==> src/rtl/pwm_pkg.sv <==
package pwm_pkg;
  typedef enum logic [1:0] {
    MODE_EDGE   = 2'd0,
    MODE_CENTER = 2'd1,
    MODE_PRAND  = 2'd2,
    MODE_RSVD   = 2'd3
  } pwm_mode_e;

  localparam int unsigned LFSR_W = 16;
  localparam logic [LFSR_W-1:0] LFSR_SEED = 16'hACE1;
  localparam logic [LFSR_W-1:0] LFSR_MASK = 16'hB400;

  // Galois right-shift step of the maximal-length sequence
  function automatic logic [LFSR_W-1:0] lfsr_step(input logic [LFSR_W-1:0] v);
    logic [LFSR_W-1:0] sh;
    sh = v >> 1;
    return v[0] ? (sh ^ LFSR_MASK) : sh;
  endfunction

  // duty level: high while the tested value is below compare
  function automatic logic duty_level(input logic [LFSR_W-1:0] v,
                                      input logic [LFSR_W-1:0] c);
    return v < c;
  endfunction
endpackage

==> src/rtl/pwm_regs.sv <==
module pwm_regs #(
  parameter int unsigned CNT_W = 16,
  parameter int unsigned DT_W  = 8
) (
  input  logic                clk,
  input  logic                rst_n,
  input  logic                en,
  input  logic                tc,
  input  logic                per_we,
  input  logic [CNT_W-1:0]    per_wdata,
  input  logic                cmp_we,
  input  logic [CNT_W-1:0]    cmp_wdata,
  input  logic                dt_we,
  input  logic [DT_W-1:0]     dt_wdata,
  input  logic                mode_we,
  input  logic [2:0]          mode_wdata,
  input  logic                klvl_we,
  input  logic [1:0]          klvl_wdata,
  output logic [CNT_W-1:0]    per_act,
  output logic [CNT_W-1:0]    cmp_act,
  output logic [DT_W-1:0]     dt_q,
  output pwm_pkg::pwm_mode_e  mode_q,
  output logic                oneshot_q,
  output logic [1:0]          klvl_q
);
  import pwm_pkg::*;

  logic [CNT_W-1:0] per_shd, cmp_shd, per_nxt, cmp_nxt;
  logic             load_act;

  // a write in the loading cycle is taken directly
  assign per_nxt  = per_we ? per_wdata : per_shd;
  assign cmp_nxt  = cmp_we ? cmp_wdata : cmp_shd;
  assign load_act = !en || tc;

  always_ff @(posedge clk or negedge rst_n) begin
    if (!rst_n) begin
      per_shd   <= '1;
      cmp_shd   <= '0;
      per_act   <= '1;
      cmp_act   <= '0;
      dt_q      <= '0;
      mode_q    <= MODE_EDGE;
      oneshot_q <= 1'b0;
      klvl_q    <= 2'b00;
    end else begin
      per_shd <= per_nxt;
      cmp_shd <= cmp_nxt;
      if (load_act) begin
        per_act <= per_nxt;
        cmp_act <= cmp_nxt;
      end
      if (dt_we)   dt_q <= dt_wdata;
      if (mode_we) begin
        mode_q    <= pwm_mode_e'(mode_wdata[1:0]);
        oneshot_q <= mode_wdata[2];
      end
      if (klvl_we) klvl_q <= klvl_wdata;
    end
  end

  p_shadow_hold_r7: assert property (@(posedge clk) disable iff (!rst_n)
    (en && !tc) |=> ($stable(per_act) && $stable(cmp_act)));
endmodule

==> src/rtl/pwm_counter.sv <==
module pwm_counter #(
  parameter int unsigned CNT_W = 16
) (
  input  logic               clk,
  input  logic               rst_n,
  input  logic               en,
  input  pwm_pkg::pwm_mode_e mode,
  input  logic               oneshot,
  input  logic [CNT_W-1:0]   per,
  input  logic [CNT_W-1:0]   cmp,
  input  logic               capt_evt,
  output logic               tc,
  output logic               cm,
  output logic               raw,
  output logic [CNT_W-1:0]   capt_val
);
  import pwm_pkg::*;

  logic [CNT_W-1:0] cnt;
  logic [CNT_W-1:0] lfsr;
  logic             dir_dn;
  logic             done;
  logic             running;
  logic [CNT_W-1:0] src;
  logic             at_top;

  assign running = en && !done;
  assign src     = (mode == MODE_PRAND) ? lfsr : cnt;
  assign at_top  = (cnt == per);
  assign tc      = running && ((mode == MODE_CENTER) ? (dir_dn && cnt == '0) : at_top);
  assign cm      = running && (src == cmp);
  assign raw     = running && duty_level(src, cmp);

  always_ff @(posedge clk or negedge rst_n) begin
    if (!rst_n) begin
      cnt    <= '0;
      lfsr   <= LFSR_SEED;
      dir_dn <= 1'b0;
      done   <= 1'b0;
    end else if (!en) begin
      cnt    <= '0;
      lfsr   <= LFSR_SEED;
      dir_dn <= 1'b0;
      done   <= 1'b0;
    end else if (!done) begin
      lfsr <= lfsr_step(lfsr);
      if (mode == MODE_CENTER) begin
        if (!dir_dn) begin
          if (cnt >= per) begin
            dir_dn <= 1'b1;
            cnt    <= (cnt == '0) ? '0 : cnt - 1'b1;
          end else begin
            cnt <= cnt + 1'b1;
          end
        end else if (cnt == '0) begin
          if (oneshot) begin
            done <= 1'b1;
          end else begin
            dir_dn <= 1'b0;
            cnt    <= cnt + 1'b1;
          end
        end else begin
          cnt <= cnt - 1'b1;
        end
      end else if (at_top) begin
        if (oneshot) done <= 1'b1;
        else         cnt  <= '0;
      end else begin
        cnt <= cnt + 1'b1;
      end
    end
  end

  always_ff @(posedge clk or negedge rst_n) begin
    if (!rst_n)        capt_val <= '0;
    else if (capt_evt) capt_val <= cnt;
  end

  p_edge_reload_r2: assert property (@(posedge clk) disable iff (!rst_n)
    (tc && mode != MODE_CENTER && !oneshot) |=> (cnt == '0));
  p_oneshot_stop_r3: assert property (@(posedge clk) disable iff (!rst_n)
    (tc && oneshot) |=> !tc);
  p_center_turn_r4: assert property (@(posedge clk) disable iff (!rst_n)
    (running && mode == MODE_CENTER && !dir_dn && at_top && per != '0) |=> (dir_dn || cnt == '0));
  p_capture_r8: assert property (@(posedge clk) disable iff (!rst_n)
    capt_evt |=> (capt_val == $past(cnt)));
endmodule

==> src/rtl/pwm_deadband.sv <==
module pwm_deadband #(
  parameter int unsigned DT_W = 8
) (
  input  logic            clk,
  input  logic            rst_n,
  input  logic            raw,
  input  logic [DT_W-1:0] dt,
  output logic            hi,
  output logic            lo
);
  logic            raw_q;
  logic [DT_W-1:0] dcnt;
  logic            settled;

  assign settled = (dcnt == '0);
  assign hi      = raw_q && settled;
  assign lo      = !raw_q && settled;

  always_ff @(posedge clk or negedge rst_n) begin
    if (!rst_n) begin
      raw_q <= 1'b0;
      dcnt  <= '0;
    end else begin
      raw_q <= raw;
      if (raw != raw_q)  dcnt <= dt;
      else if (!settled) dcnt <= dcnt - 1'b1;
    end
  end

  p_hi_rise_r6: assert property (@(posedge clk) disable iff (!rst_n)
    $rose(hi) |-> $past(raw));
  p_hi_drop_r6: assert property (@(posedge clk) disable iff (!rst_n)
    (!raw && $past(raw)) |=> !hi);
  p_lo_drop_r6: assert property (@(posedge clk) disable iff (!rst_n)
    (raw && !$past(raw)) |=> !lo);
endmodule

==> src/rtl/pwm_dbk_top.sv <==
module pwm_dbk_top #(
  parameter int unsigned CNT_W = 16,
  parameter int unsigned DT_W  = 8
) (
  input  logic             clk,
  input  logic             rst_n,
  input  logic             en,
  input  logic             capt_evt,
  input  logic             kill,
  input  logic             per_we,
  input  logic [CNT_W-1:0] per_wdata,
  input  logic             cmp_we,
  input  logic [CNT_W-1:0] cmp_wdata,
  input  logic             dt_we,
  input  logic [DT_W-1:0]  dt_wdata,
  input  logic             mode_we,
  input  logic [2:0]       mode_wdata,
  input  logic             klvl_we,
  input  logic [1:0]       klvl_wdata,
  output logic             pwm_hi,
  output logic             pwm_lo,
  output logic             tc_pulse,
  output logic             cm_pulse,
  output logic [CNT_W-1:0] capt_val
);
  import pwm_pkg::*;

  logic [CNT_W-1:0] per_act, cmp_act;
  logic [DT_W-1:0]  dt_q;
  pwm_mode_e        mode_q;
  logic             oneshot_q;
  logic [1:0]       klvl_q;
  logic             tc_w, cm_w, raw_w;
  logic             hi_db, lo_db;
  logic             kill_hold, kill_act;

  pwm_regs #(.CNT_W(CNT_W), .DT_W(DT_W)) u_regs (
    .clk(clk), .rst_n(rst_n), .en(en), .tc(tc_w),
    .per_we(per_we), .per_wdata(per_wdata),
    .cmp_we(cmp_we), .cmp_wdata(cmp_wdata),
    .dt_we(dt_we), .dt_wdata(dt_wdata),
    .mode_we(mode_we), .mode_wdata(mode_wdata),
    .klvl_we(klvl_we), .klvl_wdata(klvl_wdata),
    .per_act(per_act), .cmp_act(cmp_act), .dt_q(dt_q),
    .mode_q(mode_q), .oneshot_q(oneshot_q), .klvl_q(klvl_q)
  );

  pwm_counter #(.CNT_W(CNT_W)) u_cnt (
    .clk(clk), .rst_n(rst_n), .en(en), .mode(mode_q), .oneshot(oneshot_q),
    .per(per_act), .cmp(cmp_act), .capt_evt(capt_evt),
    .tc(tc_w), .cm(cm_w), .raw(raw_w), .capt_val(capt_val)
  );

  pwm_deadband #(.DT_W(DT_W)) u_db (
    .clk(clk), .rst_n(rst_n), .raw(raw_w), .dt(dt_q), .hi(hi_db), .lo(lo_db)
  );

  // kill latches until a period boundary or idle once released
  always_ff @(posedge clk or negedge rst_n) begin
    if (!rst_n)            kill_hold <= 1'b0;
    else if (kill)         kill_hold <= 1'b1;
    else if (tc_w || !en)  kill_hold <= 1'b0;
  end

  assign kill_act = kill || kill_hold;
  assign pwm_hi   = kill_act ? klvl_q[0] : hi_db;
  assign pwm_lo   = kill_act ? klvl_q[1] : lo_db;
  assign tc_pulse = tc_w;
  assign cm_pulse = cm_w;

  p_kill_force_r9: assert property (@(posedge clk) disable iff (!rst_n)
    kill |-> (pwm_hi == klvl_q[0] && pwm_lo == klvl_q[1]));
  p_kill_hold_r10: assert property (@(posedge clk) disable iff (!rst_n)
    (kill && en) |=> (pwm_hi == klvl_q[0] && pwm_lo == klvl_q[1]));
  p_idle_quiet_r1: assert property (@(posedge clk) disable iff (!rst_n)
    !en |-> (!tc_pulse && !cm_pulse));
endmodule

==> config.mk <==
export PLATFORM = sky130hd
export DESIGN_NAME = pwm_dbk_top
export DESIGN_NICKNAME = d
export VERILOG_FILES = /design/src/rtl/pwm_pkg.sv /design/src/rtl/pwm_regs.sv /design/src/rtl/pwm_counter.sv /design/src/rtl/pwm_deadband.sv /design/src/rtl/pwm_dbk_top.sv
export SDC_FILE = /design/constraint.sdc
export NUM_CORES = 1
export LEC_CHECK = 0
export BUFFER_PORTS_ARGS = -buffer_cell sky130_fd_sc_hd__buf_2
export CORE_ASPECT_RATIO = 0.5
export CORE_MARGIN = 2
export CORE_UTILIZATION = 63
export CTS_BUF_LIST = sky130_fd_sc_hd__clkbuf_8
export CTS_CLUSTER_SIZE = 20
export DETAILED_ROUTE_END_ITERATION = 6
export GPL_ROUTABILITY_DRIVEN = 0
export GPL_TIMING_DRIVEN = 0
export HOLD_SLACK_MARGIN = 0.1
export MAX_ROUTING_LAYER = met4
export PLACE_DENSITY_LB_ADDON = 0.1
export SKIP_LAST_GASP = 1
export SLEW_MARGIN = 20
export SYNTH_ARGS = -nofsm -noshare
export SYNTH_HDL_FRONTEND = slang
export SYNTH_SLANG_ARGS = --single-unit
==> constraint.sdc <==
create_clock -name clk -period 5.2 [get_ports clk]
set_input_delay 0.52 -clock clk [delete_from_list [all_inputs] [get_ports clk]]
set_output_delay 0.52 -clock clk [all_outputs]
set_load 0.03 [all_outputs]
==> results of run 1 <==
==> state kept, by name, summed over array words and instances (netlist names), 8 cells and up <==
register,cells
u_db.dcnt,8
u_cnt.capt_val,16
u_regs.per_act,16
u_regs.cmp_shd,16
u_regs.cmp_act,16
u_regs.per_shd,16
u_cnt.lfsr,16
u_cnt.cnt,16
u_regs.dt_q,8
==> cell usage in the layout (no fill, tap or decap), types with 6 or more instances in the layout <==
cell	count
ha_1	36
o21ai_1	8
inv_1	44
mux2_2	107
nor2_1	28
a21o_1	6
nand4_1	10
mux2i_1	17
dfrtp_1	97
a31oi_1	7
nor3_1	19
nand3_1	13
clkbuf_8	19
buf_2	69
dfstp_2	40
xnor2_1	10
nand2_1	49
clkbuf_1	25
nor4_1	8
nor2b_1	12
o21ai_0	31
a21oi_1	25
==> layout make-up <==
type	count	share of cell area
Tap cell	159	0.0236
Timing Repair Buffer	72	0.0472
Clock buffer	19	0.0310
Buffer	36	0.0205
Sequential cell	137	0.413
Multi-Input combinational cell	459	0.429
Inverter	44	0.0196
Clock inverter	13	0.0169
==> worst reg2reg max path, cell delays in order (launching register included) <==
cell and delay [ns]:
dfrtp_1 0.38, nor2b_1 0.21, clkbuf_1 0.31, clkbuf_1 0.43
mux2_2 0.40, ha_1 0.31, a21oi_1 0.19, nor2b_1 0.08
o21ai_0 0.16, o211ai_1 0.11, a21oi_1 0.44, xnor2_1 0.47
mux2_2 0.43
==> kinds of logic after synthesis <==
kind of cell | after synthesis | synth area share
flip-flops | 137 | 0.468
adder cells (fa/ha/maj) | 36 | 0.0606
XOR/XNOR | 14 | 0.0165
buffers and inverters | 80 | 0.0455
multiplexers | 124 | 0.185
AO/OA/AOI/OAI | 114 | 0.101
AND/OR/NAND/NOR | 171 | 0.123
==> routing by layer <==
| layer | GRT usage | up-vias | routed length (um) |
|---|---|---|---|
| li1 | - | 2610 | - |
| met1 | 0.397 | 2651 | 7620 |
| met2 | 0.446 | 203 | 7320 |
| met3 | 0.0491 | 39 | 1210 |
| met4 | 0.0982 | 0 | 301 |
| met5 | - | - | 0 |
==> through the flow <==
stage | setup WS, ns | instances
2_1_floorplan | 2.11 | 676
5_1_grt | 0.962 | 939
6_report | 1.18 | 939
3_3_place_gp | 1.31 | 905
4_1_cts | 1.25 | 939
3_5_place_dp | 1.31 | 906
==> power by group <==
| group | switching, mW | leakage (nW) | internal [mW] |
|---|---|---|---|
| Combinational | 0.303 | 1.99 | 0.270 |
| Clock | 0.430 | 0.193 | 0.454 |
| Sequential | 0.0910 | 1.64 | 1.21 |
==> path summary, 6_finish.rpt <==
| kind | cells past startpoint | to | start |
|---|---|---|---|
| worst max-delay path | 12 | u_db.dcnt[4] | u_regs.mode_q[1] |
| worst min-delay path | 3 | u_regs.dt_q[6] | dt_wdata[6] |
| worst max register to register | 12 | u_db.dcnt[4] | u_regs.mode_q[1] |
| worst min register to register | 1 | u_regs.cmp_shd[4] | u_regs.cmp_shd[4] |
| max in group asynchronous | 3 | u_regs.per_act[3] | rst_n |
| min in group asynchronous | 2 | u_regs.cmp_shd[10] | rst_n |
==> repair_timing <==
action	in CTS	in global routing
endpoints found under the hold margin	41	0
buffers inserted	0	0
hold buffers	1	0
==> flow_summary.toml, run 1 <==
[synthesis]
synth.top_cell.area_share = 0.327
synth_most_common_cell = "mux2_2"
synth_area_leaders = "dfrtp_1 (33%), mux2_2 (16%), dfstp_2 (14%)"
async_flop_share = 1.00
syn-cell-area_sq_mm = 0.00743
ys_warn_count = 0
synth_edf_count = 0
ys_top_cells_by_count = "mux2_2 (107), dfrtp_1 (97), nand2_1 (49)"
syn_avg_cell_area_sq_um = 11.0
synth.largest_area_cell = "dfrtp_1"
syn-num-nets = 767
ys_ff_latch = 137
ys.flop_type = "dfrtp_1"
ys_types = 62
synthCells = 676
seq_area_frac_synth = 0.468

[floorplan]
fp-row-count = 27
die_w_um = 158
ioPinCount = 75
coreArea_sq_mm = 0.0112
die_h_um = 80.8
die-area_sq_mm = 0.0127
start_util = 0.660

[critical_path]
rrSetupSlack_ns = 1.18
cp_slowest_cell = "xnor2_1"
end_kind = "flop"
worst-setup-path-type = "flop to flop"
critical-path-top-delay-family = "compound AO/OA/AOI/OAI gates"
cp_max_fo = 10
start_kind = "flop"
critPathRequiredTime_ns = 5.53
slowest_delay_ns = 0.46
path_buf_inv = 2
worstPathCellList = "nor2b_1 > clkbuf_1 > clkbuf_1 > mux2_2 > ha_1 > a21oi_1 > nor2b_1 > o21ai_0 > o211ai_1 > a21oi_1 > xnor2_1 > mux2_2"
worst_ep_arrival_time_ns = 4.35

[clock_network]
cts.sink_count = 137
cts.repair.resized = 0
clk_pin_slew_ns = 0.08
clockRootBuffer = "clkbuf_8"
clk_latency_ns = 0.45
cts_max_level = 4
cts_tree = "built"
clockBufferDepth = 2
cts-buffers-inserted = 17

[final_layout]
fill_cells = 806
final_util = 0.749
multi_input_area_sq_mm = 0.00361
fin_area_sq_mm = 0.00843
seq_area_sq_mm = 0.00348
diodes = 0
fin_nets = 858
layout-drive-gt1-share = 0.346
syn_to_final_growth_pct = 13.5

[place]
placed_area_sq_mm = 0.00802
io_buffers = 70
post-dp-hpwl_mm = 12.1

[job]
drv_cap = 0

[power]
peakVddDrop_mv = 0.172
power_density_mw_per_mm2 = 328
p_total_mw = 2.76
power.leakage_nw = 3.82

[grt]
antenna_found_initial = 0
grt_max_degree = 89
grt_usage = 0.290
grt_pass1_wl_mm = 27.2
grt_pass1_vias = 5437
grt_overflow = 0

[sta]
relSlewSlack = 0.415
rsz0062_at_grt = "false"
worst_pin_slew_ns = 0.871
fin_worst_skew_ns = 0.0107
fmax_mhz = 249
maxSlewViolCount = 0
finalCritPeriodShare = 0.773
min_period_ns = 4.02
finalHoldViolCount = 0
tns_ns = 0
hold-worst-slack_ns = 0.278
setup_viol = 0

[drt]
drc_errors = 0
postRouteWirelength_mm = 16.5
drt_iter0_markers = 411
wire_per_inst_um = 17.5
ant_nets = 0
vias = 5503
drt_first_pass_iters = 5
viasPerCell = 5.86

[run_status]
status = "completed"

[worst_hold_path]
hold_class = "primary input to flop"
Note: power is estimated with default switching activity, not from simulation.
==> run 2: changes to the inputs <==
--- a/config.mk
+++ b/config.mk
@@ -8,7 +8,7 @@
 export BUFFER_PORTS_ARGS = -buffer_cell sky130_fd_sc_hd__buf_2
 export CORE_ASPECT_RATIO = 0.5
 export CORE_MARGIN = 2
-export CORE_UTILIZATION = 63
+export CORE_UTILIZATION = 61
 export CTS_BUF_LIST = sky130_fd_sc_hd__clkbuf_8
 export CTS_CLUSTER_SIZE = 20
 export DETAILED_ROUTE_END_ITERATION = 6
==> constraint.sdc (replaced) <==
create_clock -name clk -period 4.1 [get_ports clk]
set_input_delay 0.41 -clock clk [delete_from_list [all_inputs] [get_ports clk]]
set_output_delay 0.41 -clock clk [all_outputs]
set_load 0.03 [all_outputs]
==> flow_summary.toml, run 2 (synthesis results as in run 1) <==
[drt]
ant_nets = 0
viasPerCell = 5.83
postRouteWirelength_mm = 16.4
vias = 5512
drt_first_pass_iters = 5
drt_iter0_markers = 427
drc_errors = 0
wire_per_inst_um = 17.3

[clock_network]
clockBufferDepth = 2
clk_pin_slew_ns = 0.09
cts_tree = "built"
cts.sink_count = 137
clk_latency_ns = 0.44
cts-buffers-inserted = 17
clockRootBuffer = "clkbuf_8"
cts_setup_buffers = 0
cts_max_level = 4

[sta]
worst_pin_slew_ns = 0.767
min_period_ns = 3.85
finalHoldViolCount = 0
maxSlewViolCount = 0
setup_viol = 0
rsz0062_at_grt = "false"
tns_ns = 0
finalCritPeriodShare = 0.938
fmax_mhz = 260
relSlewSlack = 0.488
fin_ws_ns = 0.253
fin_worst_skew_ns = 0.0160

[floorplan]
die_h_um = 82.0
start_util = 0.627
ioPinCount = 75
die_w_um = 160
fp-row-count = 28
coreArea_sq_mm = 0.0118
die-area_sq_mm = 0.0131

[grt]
grt_usage = 0.273
antenna_found_initial = 0
grt_pass1_wl_mm = 26.7
grt_pass1_vias = 5360
grt_max_degree = 81
grt_overflow = 0

[final_layout]
layout-drive-gt1-share = 0.347
diodes = 0
seq_area_sq_mm = 0.00348
final_cell_mix = "mux2_2 (107), dfrtp_1 (97), buf_2 (69)"
fill_cells = 924
fin_nets = 858
syn_to_final_growth_pct = 13.1
final_common_cell = "mux2_2"
multi_input_area_sq_mm = 0.00362

[critical_path]
rrSetupSlack_ns = 0.25
worst_ep_arrival_time_ns = 4.17
critPathRequiredTime_ns = 4.42
worst-setup-path-type = "flop to flop"
start_kind = "flop"
end_kind = "flop"
worst_r2r_endpoint = "u_db.dcnt[4]"
cp_max_fo = 10
crit_path_end = "u_db.dcnt[4]"
reg2reg_depth = 12
timing.critical_path.from = "u_regs.mode_q[0]"
timing.rr.start = "u_regs.mode_q[0]"

[place]
place_ws_ns = 0.234
post-dp-hpwl_mm = 12.0
io_buffers = 70

[job]
drv_cap = 0

[power]
power.leakage_nw = 3.81
power_density_mw_per_mm2 = 407
peakVddDrop_mv = 0.211
p_total_mw = 3.42

[worst_hold_path]
hold_class = "primary input to flop"

[run_status]
status = "completed"
[run 2: routing by layer]
metal | share of wire | global-route usage | vias up
li1 | - | - | 2602
met4 | 0.015 | 0.0910 | 0
met5 | 0 | - | -
met2 | 0.45 | 0.445 | 201
met1 | 0.46 | 0.345 | 2677
met3 | 0.072 | 0.0616 | 32
[run 2: worst min path at each step]
stage	startpoint	end	depth (start not counted)
2_1_floorplan	rst_n	kill_hold	0
3_3_place_gp	u_regs.cmp_shd[6]	u_regs.cmp_shd[6]	1
3_5_place_dp	rst_n	u_regs.dt_q[7]	1
4_1_cts	dt_wdata[6]	u_regs.dt_q[6]	3
5_1_grt	dt_wdata[7]	u_regs.dt_q[7]	2
6_report	dt_wdata[6]	u_regs.dt_q[6]	3
[run 2: final cells by class]
cell class,count,share of cell area
Multi-Input combinational cell,459,0.431
Sequential cell,137,0.414
Timing Repair Buffer,72,0.0473
Clock buffer,17,0.0278
Tap cell,165,0.0246
Buffer,36,0.0205
Inverter,44,0.0196
Clock inverter,15,0.0155
[run 2: report_power, final]
part / internal, mW / switching, mW / total [mW]
Combinational: 0.344 / 0.386 / 0.730
Clock: 0.439 / 0.594 / 1.03
Sequential: 1.54 / 0.113 / 1.65
[run 2: repair_timing]
item / 4_1_cts / 5_1_grt
resized for setup: 0 / 1
hold buffers: 1 / 0
endpoints found under the setup margin: 0 / 7
endpoints found under the hold margin: 31 / 0
[run 2: critical path, cell delays in order, from the launching register on]
cell      delay (ns)
dfrtp_1         0.41
nor2b_1         0.18
clkbuf_1        0.32
clkbuf_1        0.44
mux2_2          0.42
ha_1            0.19
a21o_1          0.18
a21o_1          0.17
a21oi_1         0.16
o211ai_1        0.10
a21oi_1         0.48
xnor2_2         0.30
mux2_2          0.40
[run 2: stage by stage]
step	util	area [sq um]	cells	hold slack [ns]
3_3_place_gp	0.674	7990	911	0.478
5_1_grt	0.710	8410	945	0.182
4_1_cts	0.709	8400	945	0.160
2_1_floorplan	-	7430	676	0.114
6_report	0.710	8410	945	0.175
3_5_place_dp	0.678	8020	912	0.357
==> run 3: changes to the inputs <==
--- a/config.mk
+++ b/config.mk
@@ -8,7 +8,7 @@
 export BUFFER_PORTS_ARGS = -buffer_cell sky130_fd_sc_hd__buf_2
 export CORE_ASPECT_RATIO = 0.5
 export CORE_MARGIN = 2
-export CORE_UTILIZATION = 61
+export CORE_UTILIZATION = 50
 export CTS_BUF_LIST = sky130_fd_sc_hd__clkbuf_8
 export CTS_CLUSTER_SIZE = 20
 export DETAILED_ROUTE_END_ITERATION = 6
==> flow_summary.toml, run 3 (synthesis results as in run 1) <==
[place]
post-dp-hpwl_mm = 12.3
dpl.cell_count = 945
io_buffers = 70
place_ws_ns = 0.148
placed_area_sq_mm = 0.00807

[clock_network]
clk_pin_slew_ns = 0.09
clockRootBuffer = "clkbuf_8"
cts-buffers-inserted = 17
cts_setup_buffers = 0
cts_max_level = 4
cts.sink_count = 137
clk_latency_ns = 0.45
clockBufferDepth = 2
cts_tree = "built"

[floorplan]
die-area_sq_mm = 0.0159
ioPinCount = 75
die_h_um = 90.2
start_util = 0.512
coreArea_sq_mm = 0.0145
fp-row-count = 31
die_w_um = 176

[job]
drv_cap = 0

[critical_path]
worst_ep_arrival_time_ns = 4.10
end_kind = "flop"
critPathRequiredTime_ns = 4.43
worst-setup-path-type = "flop to flop"
slowest_delay_ns = 0.47
cp_max_fo = 10
start_kind = "flop"
path_buf_inv = 2
critical-path-top-delay-family = "compound AO/OA/AOI/OAI gates"
cp_slowest_cell = "a21oi_1"
worstPathCellList = "nor2b_1 > clkbuf_1 > clkbuf_1 > nand2_1 > o21ai_0 > ha_1 > a21o_1 > a21o_1 > a21oi_1 > o211ai_1 > a21oi_1 > xnor2_2 > mux2_2"

[drt]
drt_first_pass_iters = 4
drt_iter0_markers = 343
viasPerCell = 5.56
wire_per_inst_um = 17.2
drc_errors = 0
vias = 5442
ant_nets = 0
postRouteWirelength_mm = 16.9

[grt]
grt_pass1_vias = 5417
grt_overflow = 0
grt_max_degree = 89
grt_usage = 0.232
grt_pass1_wl_mm = 27.9
antenna_found_initial = 0

[sta]
min_period_ns = 3.77
worst_pin_slew_ns = 0.775
rsz0062_at_grt = "false"
relSlewSlack = 0.484
fmax_mhz = 265
setup_viol = 0
tns_ns = 0
fin_worst_skew_ns = 0.0147
fin_ws_ns = 0.331
maxSlewViolCount = 0
finalHoldViolCount = 0
finalCritPeriodShare = 0.919

[run_status]
status = "completed"

[final_layout]
syn_to_final_growth_pct = 14.8
multi_input_area_sq_mm = 0.00362
fin_nets = 858
layout-drive-gt1-share = 0.350
fin_area_sq_mm = 0.00853
seq_area_sq_mm = 0.00348
fill_cells = 1247
fin_cells = 978
final_cell_mix = "mux2_2 (107), dfrtp_1 (97), buf_2 (69)"
final_common_cell = "mux2_2"
diodes = 0

[power]
power_density_mw_per_mm2 = 423
peakVddDrop_mv = 0.209
power.leakage_nw = 3.86

[worst_hold_path]
hold_class = "primary input to flop"
run 3: timing repair:
action,CTS,global route
hold buffers,1,0
endpoints found under the setup margin,0,8
endpoints found under the hold margin,41,0
gates resized for setup,0,3
run 3: path summary, 6_finish.rpt:
path | to | slack, ns | start | cells after the start
hold / removal | u_regs.dt_q[6] | 0.18 | dt_wdata[6] | 3
setup reg to reg | u_db.dcnt[3] | 0.33 | u_regs.mode_q[1] | 13
hold reg to reg | u_regs.cmp_shd[6] | 0.50 | u_regs.cmp_shd[6] | 1
setup / recovery | u_db.dcnt[3] | 0.33 | u_regs.mode_q[1] | 13
min in group asynchronous | u_regs.cmp_shd[14] | 0.45 | rst_n | 2
max in group asynchronous | u_regs.per_shd[6] | 2.86 | rst_n | 3
run 3: per-stage QoR:
step,utilization,power (mW),hold WS [ns]
final,0.588,3.60,0.179
after global routing,0.588,3.81,0.167
after CTS,0.587,3.63,0.158
after detailed placement,0.556,2.40,0.343
after global placement,0.553,2.37,0.480
after floorplan,-,2.18,0.114
run 3: worst reg2reg max path: stages, from the launching register on:
cell and delay, ns:
dfrtp_1 0.39, nor2b_1 0.20, clkbuf_1 0.33, clkbuf_1 0.39
nand2_1 0.10, o21ai_0 0.14, ha_1 0.31, a21o_1 0.17
a21o_1 0.17, a21oi_1 0.19, o211ai_1 0.10, a21oi_1 0.47
xnor2_2 0.29, mux2_2 0.40
run 3: final cells by class:
cell class	count	share of cell area
multi-input combinational	459	0.425
sequential	137	0.408
timing repair buffer	72	0.0467
clock buffer	22	0.0355
tap	198	0.0291
buffer	36	0.0204
inverter	44	0.0194
clock inverter	10	0.0163
run 3: power by group:
group / switching (mW) / internal (mW) / leakage, nW
combinational: 0.381 / 0.343 / 2.00
sequential: 0.111 / 1.54 / 1.64
clock: 0.545 / 0.684 / 0.225
total: 1.04 / 2.57 / 3.86
run 3: per-layer routing:
metal | track usage | share of wire | vias up
met2 | 0.333 | 0.43 | 154
li1 | - | - | 2596
met1 | 0.327 | 0.50 | 2668
met4 | 0.0620 | 0.014 | 0
met3 | 0.0575 | 0.059 | 24
met5 | - | 0 | -
